<file path="src/rtl/nego_pkg.sv">
package nego_pkg;
  localparam int BYTE_W  = 8;
  localparam int MSG_MAX = 5;
  localparam int CNT_W   = $clog2(MSG_MAX + 1);

  typedef enum logic [1:0] {
    KIND_NONE = 2'd0,
    KIND_WIDE = 2'd1,
    KIND_SYNC = 2'd2
  } nego_kind_e;

  localparam logic [BYTE_W-1:0] EXT_INTRO  = 8'h01;
  localparam logic [BYTE_W-1:0] WIDE_XLEN  = 8'h02;
  localparam logic [BYTE_W-1:0] WIDE_CODE  = 8'h03;
  localparam logic [BYTE_W-1:0] SYNC_XLEN  = 8'h03;
  localparam logic [BYTE_W-1:0] SYNC_CODE  = 8'h01;
  localparam logic [BYTE_W-1:0] OFF_MAX_N  = 8'h0f;
  localparam logic [BYTE_W-1:0] OFF_MAX_W  = 8'h08;
  localparam logic [CNT_W-1:0]  WIDE_BYTES = CNT_W'(4);
  localparam logic [CNT_W-1:0]  SYNC_BYTES = CNT_W'(5);

  // period byte: scaled rate code plus base, optionally halved
  function automatic logic [BYTE_W-1:0] offer_period(input logic [2:0] code,
                                                     input logic ultra);
    logic [BYTE_W-1:0] scaled;
    scaled = ({5'd0, code} * 8'd24) >> 2;
    scaled = scaled + 8'd24;
    return ultra ? (scaled >> 1) : scaled;
  endfunction
endpackage

</file>
<file path="src/rtl/nego_select.sv">
module nego_select
  import nego_pkg::*;
(
  input  logic       req_wide,
  input  logic       req_sync,
  input  logic       self_init,
  input  logic       max_flag,
  output nego_kind_e kind,
  output logic       max_mode
);
  always_comb begin
    if (req_wide)      kind = KIND_WIDE;
    else if (req_sync) kind = KIND_SYNC;
    else               kind = KIND_NONE;
    max_mode = (kind == KIND_SYNC) && (self_init || max_flag);
  end
endmodule

</file>
<file path="src/rtl/nego_compose.sv">
module nego_compose
  import nego_pkg::*;
(
  input  nego_kind_e                      kind,
  input  logic [6:0]                      rate,
  input  logic                            wide_dev,
  input  logic                            ultra,
  input  logic                            max_mode,
  input  logic [BYTE_W-1:0]               width_arg,
  output logic [MSG_MAX-1:0][BYTE_W-1:0]  msg,
  output logic [CNT_W-1:0]                count,
  output logic                            used_max
);
  logic [BYTE_W-1:0] period_b;
  logic [BYTE_W-1:0] offset_b;
  logic [BYTE_W-1:0] cap_b;

  always_comb begin
    period_b = offer_period(rate[6:4], ultra);
    cap_b    = wide_dev ? OFF_MAX_W : OFF_MAX_N;
    offset_b = max_mode ? cap_b : {4'd0, rate[3:0]};
  end

  always_comb begin
    msg      = '0;
    count    = '0;
    used_max = 1'b0;
    unique case (kind)
      KIND_WIDE: begin
        msg[0] = EXT_INTRO;
        msg[1] = WIDE_XLEN;
        msg[2] = WIDE_CODE;
        msg[3] = width_arg;
        count  = WIDE_BYTES;
      end
      KIND_SYNC: begin
        msg[0]   = EXT_INTRO;
        msg[1]   = SYNC_XLEN;
        msg[2]   = SYNC_CODE;
        msg[3]   = period_b;
        msg[4]   = offset_b;
        count    = SYNC_BYTES;
        used_max = max_mode;
      end
      default: begin
        count = '0;
      end
    endcase
  end
endmodule

</file>
<file path="src/rtl/nego_emitter.sv">
module nego_emitter
  import nego_pkg::*;
#(
  parameter int PFX_W = 2,
  parameter int LEN_W = 4
) (
  input  logic                           clk_i,
  input  logic                           rst_ni,
  input  logic                           start_i,
  input  logic [MSG_MAX-1:0][BYTE_W-1:0] msg_d,
  input  logic [CNT_W-1:0]               count_d,
  input  logic                           clr_d,
  input  logic [PFX_W-1:0]               prefix_d,
  output logic                           out_valid_o,
  input  logic                           out_ready_i,
  output logic [BYTE_W-1:0]              out_data_o,
  output logic                           busy_o,
  output logic                           done_o,
  output logic [LEN_W-1:0]               msg_len_o,
  output logic                           max_clr_o
);
  typedef enum logic {ST_IDLE = 1'b0, ST_SEND = 1'b1} emit_st_e;

  emit_st_e                       st_q;
  logic [MSG_MAX-1:0][BYTE_W-1:0] msg_q;
  logic [CNT_W-1:0]               cnt_q;
  logic [CNT_W-1:0]               idx_q;
  logic                           clr_q;
  logic                           done_q;
  logic                           mclr_q;
  logic [LEN_W-1:0]               len_q;
  logic                           accept;
  logic                           beat;
  logic                           last_beat;

  assign accept    = start_i && (st_q == ST_IDLE);
  assign beat      = (st_q == ST_SEND) && out_ready_i;
  assign last_beat = beat && (idx_q == cnt_q - CNT_W'(1));

  always_ff @(posedge clk_i) begin
    if (!rst_ni) begin
      st_q   <= ST_IDLE;
      msg_q  <= '0;
      cnt_q  <= '0;
      idx_q  <= '0;
      clr_q  <= 1'b0;
      done_q <= 1'b0;
      mclr_q <= 1'b0;
      len_q  <= '0;
    end else begin
      done_q <= 1'b0;
      mclr_q <= 1'b0;
      if (accept) begin
        msg_q <= msg_d;
        cnt_q <= count_d;
        idx_q <= '0;
        clr_q <= clr_d;
        len_q <= LEN_W'(prefix_d) + LEN_W'(count_d);
        if (count_d == '0) begin
          done_q <= 1'b1;
          mclr_q <= clr_d;
        end else begin
          st_q <= ST_SEND;
        end
      end else if (beat) begin
        if (last_beat) begin
          st_q   <= ST_IDLE;
          done_q <= 1'b1;
          mclr_q <= clr_q;
        end else begin
          idx_q <= idx_q + CNT_W'(1);
        end
      end
    end
  end

  always_comb begin
    out_data_o = '0;
    for (int k = 0; k < MSG_MAX; k++) begin
      if (idx_q == CNT_W'(k)) out_data_o = msg_q[k];
    end
  end

  assign out_valid_o = (st_q == ST_SEND);
  assign busy_o      = (st_q == ST_SEND);
  assign done_o      = done_q;
  assign max_clr_o   = mclr_q;
  assign msg_len_o   = len_q;
endmodule

</file>
<file path="src/rtl/nego_msg_builder.sv">
module nego_msg_builder
  import nego_pkg::*;
#(
  parameter  int PFX_W = 2,
  localparam int LEN_W = $clog2((1 << PFX_W) - 1 + MSG_MAX + 1)
) (
  input  logic              clk_i,
  input  logic              rst_ni,
  input  logic              start_i,
  input  logic              req_wide_i,
  input  logic              req_sync_i,
  input  logic [6:0]        tgt_rate_i,
  input  logic              wide_dev_i,
  input  logic              ultra_en_i,
  input  logic              self_init_i,
  input  logic              max_off_i,
  input  logic [7:0]        width_arg_i,
  input  logic [PFX_W-1:0]  prefix_len_i,
  output logic              out_valid_o,
  input  logic              out_ready_i,
  output logic [7:0]        out_data_o,
  output logic              busy_o,
  output logic              done_o,
  output logic [LEN_W-1:0]  msg_len_o,
  output logic              max_clr_o
);
  nego_kind_e                     kind;
  logic                           max_mode;
  logic [MSG_MAX-1:0][BYTE_W-1:0] msg;
  logic [CNT_W-1:0]               count;
  logic                           used_max;

  nego_select u_select (
    .req_wide  (req_wide_i),
    .req_sync  (req_sync_i),
    .self_init (self_init_i),
    .max_flag  (max_off_i),
    .kind      (kind),
    .max_mode  (max_mode)
  );

  nego_compose u_compose (
    .kind      (kind),
    .rate      (tgt_rate_i),
    .wide_dev  (wide_dev_i),
    .ultra     (ultra_en_i),
    .max_mode  (max_mode),
    .width_arg (width_arg_i),
    .msg       (msg),
    .count     (count),
    .used_max  (used_max)
  );

  nego_emitter #(.PFX_W(PFX_W), .LEN_W(LEN_W)) u_emit (
    .clk_i       (clk_i),
    .rst_ni      (rst_ni),
    .start_i     (start_i),
    .msg_d       (msg),
    .count_d     (count),
    .clr_d       (used_max),
    .prefix_d    (prefix_len_i),
    .out_valid_o (out_valid_o),
    .out_ready_i (out_ready_i),
    .out_data_o  (out_data_o),
    .busy_o      (busy_o),
    .done_o      (done_o),
    .msg_len_o   (msg_len_o),
    .max_clr_o   (max_clr_o)
  );
endmodule

</file>
<file path="config.mk">
export PLATFORM = sky130hd
export DESIGN_NAME = nego_msg_builder
export DESIGN_NICKNAME = d
export VERILOG_FILES = /design/src/rtl/nego_pkg.sv /design/src/rtl/nego_select.sv /design/src/rtl/nego_compose.sv /design/src/rtl/nego_emitter.sv /design/src/rtl/nego_msg_builder.sv
export SDC_FILE = /design/constraint.sdc
export NUM_CORES = 1
export LEC_CHECK = 0
export BUFFER_PORTS_ARGS = -buffer_cell sky130_fd_sc_hd__buf_2
export CAP_MARGIN = 0
export CELL_PAD_IN_SITES_DETAIL_PLACEMENT = 0
export CELL_PAD_IN_SITES_GLOBAL_PLACEMENT = 2
export CORE_AREA = 2 2 73 75
export DETAILED_ROUTE_END_ITERATION = 12
export DIE_AREA = 0 0 75 77
export PLACE_DENSITY = 0.92
export SYNTH_ARGS = -nofsm -noshare
export SYNTH_HDL_FRONTEND = slang
export SYNTH_SLANG_ARGS = --single-unit
</file>
<file path="constraint.sdc">
create_clock -name clk_i -period 4.25 [get_ports clk_i]
set_input_delay 0.6375 -clock clk_i [delete_from_list [all_inputs] [get_ports clk_i]]
set_output_delay 0.6375 -clock clk_i [all_outputs]
set_load 0.02 [all_outputs]
</file>
==> out/summary.txt <==
IO Port Bufs -> 42
critical path arrival -> 1.83 ns
hold depth -> 2
post-synthesis sequential area ratio -> 0.336
core area -> 0.00498 mm²
via density per instance -> 4.79
LEAKAGE -> 0.795 nW
vias -> 1,404
Synth Area in Simple Gates -> 0.209
worst slew pin tran -> 0.378 ns
post-synthesis mux area share -> 0.00646
Syn Inst Count -> 188
worst rel slew slack -> 0.741
Max-Cap Viols -> 0
Syn Area/Cell -> 8.25 µm²
Post-Synth XOR/XNOR Area -> 0.0218
post-synth top area cell -> dfxtp_1
Post-synth EDFFs -> 0
HP Class -> reg -> reg
Synth Warn # -> 0
Crit Path Category -> reg -> out
largest family of logic cells by synthesized area -> compound AO/OA/AOI/OAI gates
Worst VDD drop -> 0.199 mV
Worst R2R Path Depth -> 4
DPL Wire Length -> 2840 µm
Fin. Hold Viols -> 0
Pwr Total -> 0.000493 W
Die Y -> 77 µm
max-slew violation count -> 0
Startpoint Class -> register
Std-Cell Rows -> 26
global-route usage over all layers -> 0.134
# IOs -> 43
Comb pwr share -> 0.186
Setup TNS -> 0 ns
crit path time final -> 2.46 ns
Netlist cell types -> 36
critical path fanouts, max -> 9
number of diodes -> 0
hold bufs inserted after CTS -> 0
buffer levels on the longest clock path -> 2
P&R area growth vs syn -> 18.4%
Reg power frac -> 0.539
H-tree depth -> 1
crit end category -> output pin
post-synth top area share -> 0.336
Post-layout nets -> 265
drt pass-1 iters -> 4
pwr dens -> 269 mW/mm²
initial core utilization -> 0.311
# setup viols final -> 0
ys flop type -> dfxtp_1
final core occ -> 0.369
DR WL/cell -> 12.6 µm
Syn Std Cell Area -> 0.00155 mm²
Pint -> 0.000357 W
worst skew pair latency -> 0.26 ns
async set-or-reset flop fraction in the synthesized netlist -> 0
#FFs+latches synth -> 26
Compound-Gate Fraction of Synth Area -> 0.249
largest net degree at the start of global routing -> 26
syn nets -> 228
Layout Skew -> 0.00600 ns
fmax -> 0.406 GHz
proportion of layout cells with a drive suffix above 1 -> 0.224
largest cells by area after synthesis -> dfxtp_1 (34%), ha_1 (8.9%), nand2_1 (7.3%)
CTS tree -> yes
outcome -> complete, no violations
Worst EP required -> 3.61 ns
antenna violations before repair -> 0
Routed Antenna Nets -> 0
die area -> 0.00578 mm²
sw power -> 0.000137 W
final wirelength -> 3690 µm
GRT overflow -> 0
vias in the first global route -> 1,351
CTS Sinks -> 26
Sw Share -> 0.277
Chip Width -> 75 µm
first-pass GRT wire length -> 6240 µm
post-cts sizing count -> 0
Post-Synth Adder-Cell Area -> 0.115
final period utilization -> 0.580
post-CTS setup buffers -> 0
clock power share -> 0.275
RD Place Congestion -> 0.712
drt initial violations -> 51
Worst-path clk slew -> 0.09 ns
cts bufs inserted -> 3
CTS root buffer -> clkbuf_8
DRC -> 0
RSZ-0062 raised after global routing -> false
worst paths after layout:
| check | start | endpoint | slack, ns |
|---|---|---|---|
| max | u_emit.idx_q[1]$_SDFFE_PP0P_ | out_data_o[0] | 1.79 |
| min | u_emit.msg_q[31]$_SDFFE_PN0P_ | u_emit.msg_q[31]$_SDFFE_PN0P_ | 0.46 |
| max reg2reg | u_emit.idx_q[2]$_SDFFE_PP0P_ | u_emit.max_clr_o$_SDFF_PN0_ | 2.64 |
| min reg2reg | u_emit.msg_q[31]$_SDFFE_PN0P_ | u_emit.msg_q[31]$_SDFFE_PN0P_ | 0.46 |
Yosys cell counts (2+ instances only):
master and number:
nand2_1 30, dfxtp_1 26, o21ai_0 13, a21boi_0 12
a21oi_1 12, ha_1 11, inv_1 10, a221oi_1 8
clkbuf_1 7, nand3_1 7, nor2_1 7, and3_1 5
o211ai_1 4, o21a_1 3, a32oi_1 2, and2_1 2
buf_6 2, fa_1 2, nand3b_1 2, nor2b_1 2
nor3b_1 2, o2111ai_1 2, o22ai_1 2, or3_1 2
xor2_1 2
placed cells by master, fill, tap and decap left out, types with 3 or more instances in the layout:
| cell type | n |
|---|---|
| buf_2 | 42 |
| nand2_1 | 30 |
| dfxtp_1 | 26 |
| o21ai_0 | 13 |
| a21oi_1 | 12 |
| a21boi_0 | 12 |
| ha_1 | 11 |
| inv_1 | 10 |
| a221oi_1 | 8 |
| nand3_1 | 7 |
| nor2_1 | 7 |
| and3_1 | 5 |
| o211ai_1 | 4 |
| o21a_1 | 3 |
| clkbuf_8 | 3 |
critical path: stages, from the launching register on:
cell and delay, ns:
dfxtp_1 0.45, ha_1 0.19, ha_1 0.31, inv_1 0.11, nor2_1 0.16, a32oi_1 0.07
o21ai_0 0.09, buf_2 0.19
kinds of logic (layout without fill, tap and decap cells):
group,Yosys count,in the layout
AND/OR/NAND/NOR,66,66
AO/OA/AOI/OAI,58,58
flip-flops,26,26
buffers and inverters,21,56
adder cells (fa/ha/maj),13,13
XOR/XNOR,3,3
multiplexers,1,1
registers in the layout (all words and copies together), names as in the netlist:
register          cells
u_emit.done_o         1
u_emit.clr_q          1
u_emit.busy_o         1
u_emit.cnt_q          1
u_emit.msg_q         14
u_emit.idx_q          3
u_emit.msg_len_o      4
u_emit.max_clr_o      1
through the flow:
stage / hold WS, ns / cell area (µm²) / instances / worst slack, ns
final: 0.463 / 1840 / 293 / 1.79
after global routing: 0.488 / 1840 / 293 / 1.57
after CTS: 0.466 / 1840 / 293 / 1.78
after detailed placement: 0.455 / 1790 / 290 / 1.98
after global placement: 0.447 / 1790 / 290 / 2.02
after floorplan: 0.436 / 1550 / 188 / 2.01
routing by layer:
layer	global-route usage	routed length, µm
met4	0.0375	34
met2	0.217	1760
met5	0	0
met3	0.0158	128
met1	0.186	1760
power groups by stage:
stage | sequential [W] | combinational [W] | clock (W)
3_3_place_gp | 0.000271 | 0.0000917 | 0
4_1_cts | 0.000266 | 0.0000928 | 0.000141
6_report | 0.000266 | 0.0000916 | 0.000136
3_5_place_dp | 0.000271 | 0.0000924 | 0
5_1_grt | 0.000268 | 0.000103 | 0.000150
2_1_floorplan | 0.000272 | 0.0000580 | 0
cell type report:
class	instances	area, µm²
Timing Repair Buffer	43	218
Sequential cell	26	520
Tap cell	70	87.6
Fill cell	555	3140
Clock buffer	3	41.3
Multi-Input combinational cell	141	931
Inverter	10	37.5
Power figures use the tool's default switching activity.
